[src/rtl/hdr_pkg.sv]
package hdr_pkg;

  localparam int CFG_W    = 3;
  localparam int BIT_ARM  = 0;
  localparam int BIT_POL  = 1;
  localparam int BIT_MODE = 2;

  typedef struct packed {
    logic mode;
    logic pol;
  } hdr_cfg_t;

  // Pin level for a given polarity and pending state.
  function automatic logic pin_level(input logic pol, input logic pend);
    return pend ? pol : ~pol;
  endfunction

  // Next pending state: a pending request yields to the acknowledge,
  // an idle one takes a new arm request.
  function automatic logic next_pending(input logic pend, input logic ack,
                                        input logic arm);
    return pend ? ~ack : arm;
  endfunction

endpackage

[src/rtl/hdr_sync.sv]
module hdr_sync #(
  parameter int N_SIG  = 2,
  parameter int STAGES = 2
) (
  input  logic             clk,
  input  logic             rst_n,
  input  logic [N_SIG-1:0] async_in,
  output logic [N_SIG-1:0] sync_out
);

  localparam int LAST = STAGES - 1;

  for (genvar s = 0; s < N_SIG; s++) begin : g_sig
    logic [STAGES-1:0] chain;
    always_ff @(posedge clk or negedge rst_n) begin
      if (!rst_n) chain <= '1;
      else if (STAGES == 1) chain <= async_in[s];
      else chain <= {chain[STAGES-2:0], async_in[s]};
    end
    assign sync_out[s] = chain[LAST];
  end

endmodule

[src/rtl/hdr_req_core.sv]
module hdr_req_core
  import hdr_pkg::*;
(
  input  logic             clk,
  input  logic             rst_n,
  input  logic             cfg_we,
  input  logic [CFG_W-1:0] cfg_wdata,
  input  logic             ack,
  output logic             arm_req,
  output logic             pend_q,
  output hdr_cfg_t         cfg_q
);

  assign arm_req = cfg_we & cfg_wdata[BIT_ARM] & ~cfg_wdata[BIT_MODE];

  always_ff @(posedge clk or negedge rst_n) begin
    if (!rst_n) begin
      pend_q <= 1'b0;
      cfg_q  <= '0;
    end else begin
      pend_q <= next_pending(pend_q, ack, arm_req);
      if (cfg_we) begin
        cfg_q.pol  <= cfg_wdata[BIT_POL];
        cfg_q.mode <= cfg_wdata[BIT_MODE];
      end
    end
  end

endmodule

[src/rtl/hdr_pin_drv.sv]
module hdr_pin_drv
  import hdr_pkg::*;
(
  input  logic pol,
  input  logic pend,
  output logic pin
);

  always_comb pin = pin_level(pol, pend);

endmodule

[src/rtl/host_dreq_gen.sv]
module host_dreq_gen
  import hdr_pkg::*;
#(
  parameter int SYNC_STAGES = 2
) (
  input  logic             clk,
  input  logic             rst_n,
  input  logic             cfg_we,
  input  logic [CFG_W-1:0] cfg_wdata,
  input  logic             host_cs_n,
  input  logic             host_rs_n,
  output logic             dreq_pin,
  output logic             req_pending
);

  localparam int N_STROBE = 2;

  logic [N_STROBE-1:0] strobe_sync;
  logic                ack_seen;
  logic                arm_req;
  logic                pend_q;
  hdr_cfg_t            cfg_q;

  hdr_sync #(.N_SIG(N_STROBE), .STAGES(SYNC_STAGES)) u_sync (
    .clk      (clk),
    .rst_n    (rst_n),
    .async_in ({host_rs_n, host_cs_n}),
    .sync_out (strobe_sync)
  );

  // Acknowledge event: both synchronized strobes low in one cycle.
  assign ack_seen = ~|strobe_sync;

  hdr_req_core u_core (
    .clk       (clk),
    .rst_n     (rst_n),
    .cfg_we    (cfg_we),
    .cfg_wdata (cfg_wdata),
    .ack       (ack_seen),
    .arm_req   (arm_req),
    .pend_q    (pend_q),
    .cfg_q     (cfg_q)
  );

  hdr_pin_drv u_pin (
    .pol  (cfg_q.pol),
    .pend (pend_q),
    .pin  (dreq_pin)
  );

  assign req_pending = pend_q;

endmodule

[config.mk]
export PLATFORM = sky130hd
export DESIGN_NAME = host_dreq_gen
export DESIGN_NICKNAME = d
export VERILOG_FILES = /design/src/rtl/hdr_pkg.sv /design/src/rtl/hdr_sync.sv /design/src/rtl/hdr_req_core.sv /design/src/rtl/hdr_pin_drv.sv /design/src/rtl/host_dreq_gen.sv
export SDC_FILE = /design/constraint.sdc
export NUM_CORES = 1
export LEC_CHECK = 0
export BUFFER_PORTS_ARGS = -buffer_cell sky130_fd_sc_hd__buf_2
export CELL_PAD_IN_SITES_DETAIL_PLACEMENT = 2
export CELL_PAD_IN_SITES_GLOBAL_PLACEMENT = 2
export CORE_AREA = 2 2 39 41
export CTS_CLUSTER_DIAMETER = 80
export CTS_CLUSTER_SIZE = 20
export DETAILED_ROUTE_END_ITERATION = 12
export DIE_AREA = 0 0 41 43
export PLACE_DENSITY_LB_ADDON = 0.2
export SLEW_MARGIN = 20
export SYNTH_ARGS = -nofsm -noshare
export SYNTH_HDL_FRONTEND = slang
export SYNTH_SLANG_ARGS = --single-unit
[constraint.sdc]
create_clock -name clk -period 0.9 [get_ports clk]
set_input_delay 0.27 -clock clk [delete_from_list [all_inputs] [get_ports clk]]
set_output_delay 0.27 -clock clk [all_outputs]
set_load 0.02 [all_outputs]
==> results.ini <==
[setup_path]
startpoint=u_core.cfg_q[0]
critPathCaptureType=output port
crit_path_cell_trace=xnor2_4, buf_6
cpMaxStageDelayCell=dfrtp_2
critPathTopFamily=flip-flops
worstSetupStartpointType=flip-flop
crit_path_max_incr_delay_ns=0.44
crit_type=reg -> out
rr_startpoint=u_core.cfg_q[0]
reg2reg_slack_ns=-0.16
crit_buf_inv=1
cp.arrival_ns=0.98
cp_max_fo=2
cp_data_required_time_ns=0.63

[synth]
synth_area_um2=196.4
synthSimpleGateAreaFrac_pct=3.822
muxShareOfSynthArea_pct=7.643
synth_area_per_cell_um2=17.86
synth_fa_ha_area_share_pct=0
ys_seq_area_share_pct=78.98
synth-seq-cells=6
synth_fp_nets=19
synth_top_family_by_area=multiplexers
synthCells=11
synthXorXnorAreaFrac_pct=4.459
synth_cell_types=6
synth_compound_area_share_pct=5.096
ys_warn_count=0

[final_layout]
final-instance-count-excl-fill=44
drive_gt1_share_pct=82.14
fill_cells=163
design_area_um2=357.8
diodes=0
layout-area-overhead-vs-synth_pct=82.17
final_nets=37

[worst_hold_path]
min_path_type=in -> reg
min_from=host_cs_n

[placement]
numPortBuffers=9
place.gp.congestion=0.5879
placed_cell_area_um2=296.5
place_ws_ns=-0.1288
dp.cells=38

[power_and_ir_drop]
p_leak_nw=0.1594
power_density_nw_per_um2=2117
ir_worst_vdd_uv=793.4
total_power_w=0.0007577

[timing]
slew_violations=0
rsz0062_at_grt=true
fmax_mhz=800.5
clock_skew_ns=0.01493
finalCritPeriodShare_pct=138.8
setup_ws_ns=-0.3491
timing.setup.tns_ns=-0.7285
max_slew.worst_pin.slew_ns=0.1289
hold_viol=0
setup_viol=3
finalCriticalPeriod_ns=1.249
slew_headroom_pct=91.32

[drt]
wl_um=450
ant_nets=0
drc_errors=0
post_drt_wl_per_cell_um=10.23
via_per_inst=3.477
drtPass1Iterations=1
vias=153
drtIter0Drc=0

[clock_tree]
clock-root-buffer=clkbuf_4
cts_num_sinks=6
cts_made_buffers=3
h-tree-depth=1
cts_tree=yes
cts.path.max_buffers=2
path_clk_slew_ns=0.06
insertion_delay_ns=0.25

[global_route]
antenna_found_initial=0
grt_pass1_vias=185
gr-max-usage-layer=met2
grt_max_degree=7
grt_use_met1_pct=5.611
grt_use_total_pct=7.186
grtUsageMet2_pct=12.19
grt_pass1_wl_um=745
grt-ovfl-total=0
use_met3_pct=4.712

[floorplan]
core-area_um2=1384
die_y_um=43
die_area_um2=1763
num_rows=14
fp.dieW_um=41
initial_core_util_pct=14.20
ios=10

[run]
cap_violations=0

[outcome]
violations=negative setup slack
status=finished, violations left

-- where the power goes --
part,switching (W),total (W),leakage [nW],internal [W]
registers,0.0000247,0.000325,0.0642,0.000300
clock network,0.000104,0.000272,0.0150,0.000168
logic,0.0000564,0.000161,0.0802,0.000104
-- layout make-up --
cell class              count  area (um2)  share of cell area, %
clock buffers               4       26.28                  7.343
multi-input cells           5       60.06                  16.78
flip-flops and latches      6       157.7                  44.06
well taps                  16       20.02                  5.594
repair buffers             13       93.84                  26.22
-- flip-flops by register name, summed over array words and instances (netlist names) --
| signal | cells |
|---|---|
| u_sync.g_sig.chain | 4 |
| u_core.cfg_q | 1 |
| u_core.pend_q | 1 |
-- per-stage QoR --
step / hold WS [ns] / util [%]
3_5_place_dp: 0.1003 / 21.43
2_1_floorplan: -0.02559 / -
6_report: 0.1336 / 25.86
4_1_cts: 0.1248 / 25.05
3_3_place_gp: 0.1012 / 21.43
5_1_grt: 0.1175 / 25.86
-- cells in the mapped netlist (all sizes together) --
cell    n  share of area, %
dfrtp   2                25
xnor2   1               4.5
nand3b  1               3.8
mux2    1               7.6
dfstp   4                54
o21ai   2               5.1
-- layer usage --
layer,wire [um],vias to the layer above
li1,-,71
met3,26,0
met2,266,6
met4,0,0
met1,157,76
met5,0,-
-- worst paths after layout --
check | cells past startpoint | to
worst max-delay path | 2 | dreq_pin
worst min-delay path | 1 | u_sync.g_sig[0].chain[0]
worst max register to register | 3 | u_core.cfg_q[0]
min in group asynchronous | 2 | u_core.cfg_q[0]
worst min register to register | 0 | u_sync.g_sig[0].chain[1]
max in group asynchronous | 2 | u_sync.g_sig[1].chain[0]
-- layout by cell type (no fill, tap or decap), types with 2 or more instances in the layout --
master,n
dfrtp_2,2
buf_4,2
dfstp_2,4
buf_2,7
clkbuf_4,3
buf_6,3
-- cells by family (layout without fill, tap and decap cells) --
family                 after synthesis  after routing
multiplexers                         1              1
AO/OA/AOI/OAI                        2              2
buffers and inverters                0             17
AND/OR/NAND/NOR                      1              1
XOR/XNOR                             1              1
flip-flops                           6              6
-- what timing repair did --
item                                   CTS  global route
setup endpoints to repair                3             4
resized for setup                        6             1
buffers inserted                         0             1
gates cloned                             0             0
pin swaps                                1             0
endpoints found under the hold margin    2             0
hold buffers                             1             0
Power figures use the tool's default switching activity.
